==> src/rtl/adc_slv_pkg.sv <==
package adc_slv_pkg;

    // Controller states
    typedef enum logic [1:0] {
        ST_HUNT       = 2'd0,
        ST_CMD        = 2'd1,
        ST_EXT_SAMPLE = 2'd2,
        ST_INT_CONV   = 2'd3
    } slv_state_e;

    // Power-mode codes carried in command bits 1:0
    localparam logic [1:0] PD_AUTO   = 2'b00;
    localparam logic [1:0] PD_INTCLK = 2'b10;

    // Command framing
    localparam int CMD_BITS      = 8;
    localparam int MUX_READY_BIT = 6;   // rising edge on which the mux fields are complete

endpackage

==> src/rtl/adc_slv_edge.sv <==
module adc_slv_edge (
    input  logic clk,
    input  logic rst_n,
    input  logic dclk,
    input  logic cs_n,
    output logic rise,
    output logic fall
);
    logic dclk_q;

    always_ff @(posedge clk or negedge rst_n) begin
        if (!rst_n) begin
            dclk_q <= 1'b0;
        end else begin
            dclk_q <= dclk;
        end
    end

    // Edges only count while the device is selected
    assign rise = !cs_n && dclk && !dclk_q;
    assign fall = !cs_n && !dclk && dclk_q;

endmodule

==> src/rtl/adc_slv_timer.sv <==
module adc_slv_timer #(
    parameter int CYCLES = 40
) (
    input  logic clk,
    input  logic rst_n,
    input  logic start,
    output logic done
);
    localparam int TW = (CYCLES > 2) ? $clog2(CYCLES) : 1;

    logic          running;
    logic [TW-1:0] cnt;

    assign done = running && (cnt == TW'(CYCLES - 1));

    always_ff @(posedge clk or negedge rst_n) begin
        if (!rst_n) begin
            running <= 1'b0;
            cnt     <= '0;
        end else if (start) begin
            running <= 1'b1;
            cnt     <= '0;
        end else if (done) begin
            running <= 1'b0;
            cnt     <= '0;
        end else if (running) begin
            cnt <= cnt + 1'b1;
        end
    end

    AST_TMR_IN_RANGE: assert property (@(posedge clk) disable iff (!rst_n)
        running |-> (int'(cnt) < CYCLES)) else $error("timer overran");

endmodule

==> src/rtl/adc_slv_shifter.sv <==
module adc_slv_shifter #(
    parameter int W = 16
) (
    input  logic         clk,
    input  logic         rst_n,
    input  logic         load,
    input  logic         shift,
    input  logic [W-1:0] data,
    output logic         dout,
    output logic         empty
);
    localparam int CW = $clog2(W + 1);

    logic [W-1:0]  sr;
    logic [CW-1:0] cnt;

    assign empty = (cnt == '0);

    always_ff @(posedge clk or negedge rst_n) begin
        if (!rst_n) begin
            sr   <= '0;
            cnt  <= '0;
            dout <= 1'b0;
        end else if (load) begin
            sr   <= data;
            cnt  <= CW'(W);
            dout <= 1'b0;
        end else if (shift) begin
            if (cnt != '0) begin
                dout <= sr[W-1];
                sr   <= {sr[W-2:0], 1'b0};
                cnt  <= cnt - 1'b1;
            end else begin
                dout <= 1'b0;
            end
        end
    end

    AST_ZERO_FILL: assert property (@(posedge clk) disable iff (!rst_n)
        (shift && !load && empty) |=> !dout) else $error("zero fill broken");

endmodule

==> src/rtl/adc_serial_slave.sv <==
module adc_serial_slave
    import adc_slv_pkg::*;
#(
    parameter int DATA_W      = 16,
    parameter int CONV_CYCLES = 40
) (
    input  logic              clk,
    input  logic              rst_n,
    input  logic              cs_n,
    input  logic              dclk,
    input  logic              din,
    input  logic [DATA_W-1:0] sample,
    output logic              dout,
    output logic              dout_en,
    output logic              busy,
    output logic              busy_en,
    output logic [2:0]        chan_sel,
    output logic              single_ended,
    output logic              acquire,
    output logic              hold,
    output logic              low_power
);
    localparam int BCW = $clog2(CMD_BITS);
    localparam logic [BCW-1:0] MUX_AT  = BCW'(MUX_READY_BIT - 1);
    localparam logic [BCW-1:0] LAST_AT = BCW'(CMD_BITS - 1);

    slv_state_e     state, state_nx;
    logic           rise, fall;
    logic [BCW-1:0] bitcnt;
    logic [3:0]     cmd_sr;
    logic [1:0]     pd_q;
    logic           mux_step, last_step, int_req;
    logic           tmr_done;
    logic           sh_load, sh_shift, sh_empty;

    adc_slv_edge u_edge (
        .clk   (clk),
        .rst_n (rst_n),
        .dclk  (dclk),
        .cs_n  (cs_n),
        .rise  (rise),
        .fall  (fall)
    );

    adc_slv_timer #(.CYCLES(CONV_CYCLES)) u_timer (
        .clk   (clk),
        .rst_n (rst_n),
        .start (last_step && int_req),
        .done  (tmr_done)
    );

    adc_slv_shifter #(.W(DATA_W)) u_shift (
        .clk   (clk),
        .rst_n (rst_n),
        .load  (sh_load),
        .shift (sh_shift),
        .data  (sample),
        .dout  (dout),
        .empty (sh_empty)
    );

    // Decode strobes
    assign mux_step  = (state == ST_CMD) && rise && (bitcnt == MUX_AT);
    assign last_step = (state == ST_CMD) && rise && (bitcnt == LAST_AT);
    assign int_req   = ({cmd_sr[0], din} == PD_INTCLK);
    assign sh_load   = ((state == ST_EXT_SAMPLE) && fall) || tmr_done;
    assign sh_shift  = fall && !sh_load;

    // State register
    always_ff @(posedge clk or negedge rst_n) begin
        if (!rst_n) begin
            state <= ST_HUNT;
        end else begin
            state <= state_nx;
        end
    end

    // Next state
    always_comb begin
        state_nx = state;
        unique case (state)
            ST_HUNT: begin
                if (rise && din) state_nx = ST_CMD;
            end
            ST_CMD: begin
                if (cs_n)           state_nx = ST_HUNT;
                else if (last_step) state_nx = int_req ? ST_INT_CONV : ST_EXT_SAMPLE;
            end
            ST_EXT_SAMPLE: begin
                if (cs_n || fall) state_nx = ST_HUNT;
            end
            ST_INT_CONV: begin
                if (tmr_done) state_nx = ST_HUNT;
            end
            default: state_nx = ST_HUNT;
        endcase
    end

    // Command capture
    always_ff @(posedge clk or negedge rst_n) begin
        if (!rst_n) begin
            bitcnt <= '0;
            cmd_sr <= '0;
        end else if ((state == ST_HUNT) && rise && din) begin
            bitcnt <= BCW'(1);
            cmd_sr <= '0;
        end else if ((state == ST_CMD) && rise) begin
            bitcnt <= bitcnt + 1'b1;
            cmd_sr <= {cmd_sr[2:0], din};
        end
    end

    // Output registers
    always_ff @(posedge clk or negedge rst_n) begin
        if (!rst_n) begin
            busy         <= 1'b0;
            acquire      <= 1'b0;
            hold         <= 1'b0;
            chan_sel     <= '0;
            single_ended <= 1'b0;
            pd_q         <= PD_AUTO;
        end else begin
            // external-clock busy lasts one dclk period
            if (busy && (state != ST_INT_CONV) && (fall || cs_n)) busy <= 1'b0;
            // external hold ends once the LSB has left
            if (hold && ((state == ST_HUNT) || (state == ST_CMD)) && sh_empty) hold <= 1'b0;
            if ((state == ST_CMD) && cs_n) acquire <= 1'b0;
            if (mux_step) begin
                chan_sel     <= cmd_sr[3:1];
                single_ended <= din;
                acquire      <= 1'b1;
            end
            if (last_step) begin
                acquire <= 1'b0;
                hold    <= 1'b1;
                pd_q    <= {cmd_sr[0], din};
                if (int_req) busy <= 1'b1;
            end
            if (state == ST_EXT_SAMPLE) begin
                if (cs_n)      hold <= 1'b0;
                else if (fall) busy <= 1'b1;
            end
            if (tmr_done) begin
                busy <= 1'b0;
                hold <= 1'b0;
            end
        end
    end

    assign dout_en   = !cs_n;
    assign busy_en   = !cs_n || (state == ST_INT_CONV);
    assign low_power = (pd_q == PD_AUTO) && !acquire && !hold;

    AST_HUNT_IGNORES_ZERO: assert property (@(posedge clk) disable iff (!rst_n)
        ((state == ST_HUNT) && rise && !din) |=> (state == ST_HUNT)) else $error("zero taken as start");
    AST_ABORT_TO_HUNT: assert property (@(posedge clk) disable iff (!rst_n)
        ((state == ST_CMD) && cs_n) |=> (state == ST_HUNT)) else $error("abort missed");
    AST_EXT_BUSY_LOADED: assert property (@(posedge clk) disable iff (!rst_n)
        ($rose(busy) && (pd_q != PD_INTCLK)) |-> !sh_empty) else $error("busy without sample");
    AST_INT_BUSY: assert property (@(posedge clk) disable iff (!rst_n)
        (state == ST_INT_CONV) |-> busy) else $error("busy dropped in conversion");

endmodule

==> config.mk <==
export PLATFORM = sky130hd
export DESIGN_NAME = adc_serial_slave
export DESIGN_NICKNAME = d
export VERILOG_FILES = /design/src/rtl/adc_slv_pkg.sv /design/src/rtl/adc_slv_edge.sv /design/src/rtl/adc_slv_timer.sv /design/src/rtl/adc_slv_shifter.sv /design/src/rtl/adc_serial_slave.sv
export SDC_FILE = /design/constraint.sdc
export NUM_CORES = 1
export LEC_CHECK = 0
export BUFFER_PORTS_ARGS = -buffer_cell sky130_fd_sc_hd__buf_4
export CAP_MARGIN = 15
export CELL_PAD_IN_SITES_DETAIL_PLACEMENT = 1
export CELL_PAD_IN_SITES_GLOBAL_PLACEMENT = 2
export CORE_MARGIN = 2
export CORE_UTILIZATION = 37
export DETAILED_ROUTE_END_ITERATION = 7
export GPL_TIMING_DRIVEN = 0
export PLACE_DENSITY_LB_ADDON = 0.1
export REMOVE_ABC_BUFFERS = 1
export SYNTH_ARGS = -nofsm -noshare
export SYNTH_HDL_FRONTEND = slang
export SYNTH_HIERARCHICAL = 1
export SYNTH_SLANG_ARGS = --single-unit
==> constraint.sdc <==
create_clock -name clk -period 2.3 [get_ports clk]
set_input_delay 0.46 -clock clk [delete_from_list [all_inputs] [get_ports clk]]
set_output_delay 0.46 -clock clk [all_outputs]
set_load 0.05 [all_outputs]
==> impl_metrics.tcl, run 1 <==
set metrics [dict create \
    status "finished, final reports clean" \
    hold_viol 0 \
    netlist_top_cells_area "dfrtp_1 (50%), o21ai_0 (5.0%), a31oi_1 (4.7%), nor2b_1 (4.7%), a21oi_1 (4.4%)" \
    required_ns 2.54 \
    drt.antenna.violating_nets 0 \
    yosysWarningCount 6 \
    cts_buffers 5 \
    synth_area_um2 2420 \
    synth-compound-area-share 0.201 \
    cp_slowest_cell "or4b_4" \
    whs_ns 0.150 \
    cts_tree "yes" \
    synth-edff-count 0 \
    hpwl_um 3290 \
    drv_slew 0 \
    worst_clock_skew_ns 0.00606 \
    cellLeakagePower_nw 1.30 \
    synth_top_area_cell "dfrtp_1" \
    tns_ns 0 \
    grt_usage 0.169 \
    synth_ff_type "dfrtp_1" \
    root_buffer "clkbuf_8" \
    antenna_found_initial 0 \
    final_cells 341 \
    drt_iter0_drc 88 \
    cp-end-kind "register" \
    synth_top_family_by_area "compound AO/OA/AOI/OAI gates" \
    synth_mux_area_frac 0.0425 \
    dr.pass1.iters 4 \
    die_area_um2 7190 \
    arrival_ns 2.39 \
    dpl.cell_count 322 \
    port_buffers 31 \
    wl_per_cell_um 16.6 \
    min_period_ns 2.15 \
    core.rowCount 29 \
    finalNetCount 289 \
    synth.avg_cell_area_um2 10.5 \
    fin_util 0.452 \
    power.density_nw_per_um2 883 \
    clock_path_buffers 2 \
    synthCells 231 \
    max-vdd-ir-drop_mv 0.387 \
    path_cells "ha_1, nand3_1, nor4b_4, a21o_4, nor2_4, or4b_4, or3_1, a21oi_1" \
    period_share 0.934 \
    mostFrequentLayoutCell "dfrtp_1" \
    post_drt_via_cell_ratio 5.51 \
    cp_top_family "simple AND/OR/NAND/NOR gates" \
    grt_pass1_vias 1963 \
    ys_seq_elements 48 \
    min_path_type "in -> async" \
    slowest_delay_ns 0.48 \
    die_h_um 84.8 \
    ys_seq_area_frac 0.497 \
    reg2reg_from "u_timer/cnt[0]$_DFFE_PN0P_" \
    clock_sinks 48 \
    pin_count 32 \
    n_antenna_cell 0 \
    synthSimpleGateAreaFrac 0.158 \
    die_w_um 84.8 \
    max_slew.worst_pin.slew_ns 0.623 \
    critPathLaunchType "register" \
    holdBufCountCts 0 \
    clkTransAtPathRegs_ns 0.10 \
    setup_viol 0 \
    synth.top_cell.area_share 0.497 \
    clock_latency_ns 0.31 \
    relSlewSlack 0.585 \
    h-tree-depth 2 \
    max_freq_ghz 0.465 \
    remaining_drc_errors 0 \
    path_buf_inv 0 \
    async_reset_ff_frac 1.00 \
    startpoint "u_timer/cnt[0]$_DFFE_PN0P_" \
    path_class "reg -> reg" \
    final_cell_mix "dfrtp_1 (48), buf_4 (38), o21ai_0 (24), a21oi_1 (21)" \
    gp_congestion 0.679 \
    grt_max_degree 49 \
    area_growth_pct 18.9 \
    synth_adder_area_share 0.0259 \
    n_fill_cell 703 \
    grt-ovfl-total 0 \
    grt_pass1_wl_um 9770 \
    initial_utilization 0.380 \
    drive_gt1_frac 0.280 \
    core-area_um2 6350 \
    cap_violations 0 \
    synthXorXnorAreaFrac 0.00725 \
    crit_fanout 4 \
    totalWireLength_um 5670 \
    synth.distinct_cells 51 \
    placed_cell_area_um2 2630 \
    vias 1880 \
    stdcell_area_um2 2870 \
]
==> report_power, final <==
part / internal, mW / switching [mW]
combinational: 0.277 / 0.331
sequential: 1.09 / 0.191
clock: 0.328 / 0.319
==> cells by family after synthesis <==
kind of cell | count (synthesis)
and+or+nand+nor | 60
muxes | 8
adders and majority gates | 5
xor gates and xnor gates | 2
buffers and inverters | 29
AOI/OAI and AO/OA | 79
DFF | 48
==> cells in the mapped netlist, drive strengths merged (2+ instances only) <==
cell type / n
nand4: 2
clkbuf: 8
dfrtp: 48
mux2: 6
or3: 5
and3: 2
ha: 5
xor2: 2
nand2: 10
or4b: 2
mux2i: 2
nand2b: 3
a22o: 6
nor2b: 18
nor2: 5
a21oi: 21
nor3b: 2
inv: 12
nand3: 4
o21ai: 25
a31oi: 18
buf: 9
==> final timing paths <==
kind / to / slack [ns] / depth (start not counted)
max: u_shift/cnt[3]$_DFFE_PN0P_ / 0.15 / 8
min: u_shift/sr[12]$_DFFE_PN0P_ / 0.15 / 1
max reg2reg: u_shift/cnt[3]$_DFFE_PN0P_ / 0.15 / 8
min reg2reg: pd_q[0]$_DFFE_PN0P_ / 0.52 / 1
max in group asynchronous: u_shift/sr[0]$_DFFE_PN0P_ / 1.72 / 1
min in group clk: u_edge/dclk_q$_DFF_PN0_ / 0.28 / 1
==> per-stage QoR <==
stage | total power [mW] | setup slack [ns]
global placement | 1.85 | -1.76
finish | 2.54 | 0.151
floorplan | 1.67 | -0.741
global route | 2.72 | -0.00100
CTS | 2.55 | 0.0366
detailed placement | 1.88 | -1.24
==> layer usage <==
layer / vias up / GRT usage / part of all wire
met5: - / 0 / 0
met4: 0 / 0.0620 / 0.0095
met3: 7 / 0.0295 / 0.040
met2: 37 / 0.254 / 0.45
met1: 945 / 0.243 / 0.50
li1: 891 / - / -
==> layout make-up <==
| cell class | count | area [um^2] | share of cell area |
|---|---|---|---|
| Clock buffer | 5 | 68.8 | 0.0240 |
| Clock inverter | 3 | 47.5 | 0.0166 |
| Inverter | 12 | 48.8 | 0.0170 |
| Multi-Input combinational cell | 157 | 1100 | 0.385 |
| Sequential cell | 48 | 1200 | 0.418 |
| Tap cell | 77 | 96.3 | 0.0335 |
| Timing Repair Buffer | 39 | 305 | 0.106 |
==> flip-flops by register name, summed over array words and instances, names as in the netlist <==
name and flops:
u_shift/dout 1, u_shift/sr 16, u_timer/running 1, pd_q 2, hold 1, chan_sel 3
bitcnt 3, state 2, cmd_sr 4, busy 1, u_timer/cnt 6, u_edge/dclk_q 1
acquire 1, single_ended 1, u_shift/cnt 5
==> timing repair <==
action,CTS,global route
setup endpoints to repair,22,20
buffers inserted,5,3
gates cloned,3,0
resized for setup,5,2
pin swaps,2,3
Note: power is estimated with default switching activity, not from simulation.
==> run 2, diff against run 1 <==
- RECOVER_POWER: default -> 50
==> impl_metrics.tcl, run 2 (synthesized netlist as in run 1, its figures left out) <==
set metrics [dict create \
    status "finished, final reports clean" \
    totalWireLength_um 5660 \
    pwr-share-comb 0.237 \
    final_cell_mix "dfrtp_1 (48), buf_4 (32), o21ai_0 (24), a21oi_1 (21)" \
    p_switching_uw 841 \
    gp_congestion 0.679 \
    clock_sinks 48 \
    reg2reg_depth 8 \
    crit_fanout 4 \
    die_w_um 84.8 \
    clock_path_buffers 2 \
    min_path_type "in -> reg" \
    clkPwrFrac 0.256 \
    h-tree-depth 2 \
    drive_gt1_frac 0.261 \
    max-vdd-ir-drop_mv 0.387 \
    finalNetCount 289 \
    initial_utilization 0.380 \
    core-area_um2 6350 \
    dr.pass1.iters 4 \
    die_area_um2 7190 \
    drt.antenna.violating_nets 0 \
    cellLeakagePower_nw 1.28 \
    port_buffers 31 \
    die_h_um 84.8 \
    holdBufCountCts 0 \
    drv_slew 0 \
    worst_clock_skew_ns 0.00608 \
    dpl.cell_count 322 \
    min_period_ns 2.15 \
    largest_reg_flops 16 \
    root_buffer "clkbuf_8" \
    grt_pass1_wl_um 9770 \
    required_ns 2.54 \
    mostFrequentLayoutCell "dfrtp_1" \
    max_slew.worst_pin.slew_ns 1.22 \
    critPathLaunchType "register" \
    arrival_ns 2.39 \
    hpwl_um 3290 \
    area_growth_pct 18.0 \
    switching_share 0.333 \
    grt_usage 0.169 \
    clkTransAtPathRegs_ns 0.10 \
    final_cells 341 \
    grt_max_degree 49 \
    antenna_found_initial 0 \
    clock_latency_ns 0.31 \
    power.density_nw_per_um2 887 \
    largest-register "u_shift/sr" \
    vias 1881 \
    drt_iter0_drc 97 \
    max_freq_ghz 0.465 \
    relSlewSlack 0.187 \
    hold_path_depth 1 \
    n_antenna_cell 0 \
    p_seq_frac 0.507 \
    cp-end-kind "register" \
    hold_viol 0 \
    period_share 0.934 \
    path_class "reg -> reg" \
    power.total_mw 2.53 \
    wl_per_cell_um 16.6 \
    cts_tree "yes" \
    remaining_drc_errors 0 \
    p_int_mw 1.69 \
    post_drt_via_cell_ratio 5.52 \
    grt_pass1_vias 1963 \
    reg_top3 "u_shift/sr: 16 flops, u_timer/cnt: 6 flops, u_shift/cnt: 5 flops" \
    cap_violations 0 \
    grt-ovfl-total 0 \
    cts_buffers 5 \
    setup_viol 0 \
    core.rowCount 29 \
    pin_count 32 \
]
-- run 2: layout make-up --
cell class / instances / area (um^2)
multi-input combinational: 157 / 1100
inverter: 12 / 48.8
clock inverter: 3 / 47.5
sequential: 48 / 1200
timing repair buffer: 39 / 284
tap: 77 / 96.3
clock buffer: 5 / 68.8
fill: 711 / 3500
-- run 2: worst paths after layout --
check | start | endpoint | slack, ns
setup / recovery | u_timer/cnt[0]$_DFFE_PN0P_ | u_shift/cnt[3]$_DFFE_PN0P_ | 0.15
hold / removal | dclk | u_edge/dclk_q$_DFF_PN0_ | 0.32
setup reg to reg | u_timer/cnt[0]$_DFFE_PN0P_ | u_shift/cnt[3]$_DFFE_PN0P_ | 0.15
hold reg to reg | pd_q[0]$_DFFE_PN0P_ | pd_q[0]$_DFFE_PN0P_ | 0.52
max in group asynchronous | rst_n | u_shift/sr[0]$_DFFE_PN0P_ | 1.17
min in group asynchronous | rst_n | u_shift/sr[12]$_DFFE_PN0P_ | 0.38
-- run 2: power by group through the flow --
stage	clock network (mW)	registers, mW	logic (mW)
6_report	0.647	1.28	0.599
5_1_grt	0.697	1.32	0.698
4_1_cts	0.660	1.28	0.604
3_5_place_dp	0	1.31	0.575
3_3_place_gp	0	1.30	0.559
2_1_floorplan	0	1.29	0.383
-- run 2: timing repair --
item	4_1_cts	5_1_grt
setup buffers	5	3
pin swaps	2	3
cloned	3	0
hold endpoints to repair	0	0
gates resized for setup	5	2
endpoints found under the setup margin	22	20
-- run 2: layer usage --
layer / routed length, um / track usage / vias to the layer above
met5: 0 / 0 / -
met4: 54 / 0.0620 / 0
met3: 227 / 0.0295 / 7
met2: 2540 / 0.254 / 37
met1: 2830 / 0.243 / 946
li1: - / - / 891
-- run 2: stage by stage --
step	hold WS (ns)	util	area [um^2]	setup TNS, ns	worst slack, ns
2_1_floorplan	0.164	-	2300	-11.71	-0.741
3_3_place_gp	0.493	0.414	2630	-35.95	-1.76
3_5_place_dp	0.498	0.414	2630	-25.32	-1.24
4_1_cts	0.186	0.447	2840	0	0.0366
5_1_grt	0.310	0.449	2850	-0.000433	-0.000433
6_report	0.317	0.449	2850	0	0.151
-- run 2: critical path, cell delays in order (launching register included) --
cell and delay [ns]:
dfrtp_1 0.40, ha_1 0.23, nand3_1 0.12, nor4b_4 0.08
a21o_4 0.21, nor2_4 0.13, or4b_4 0.48, or3_1 0.31
a21oi_1 0.12
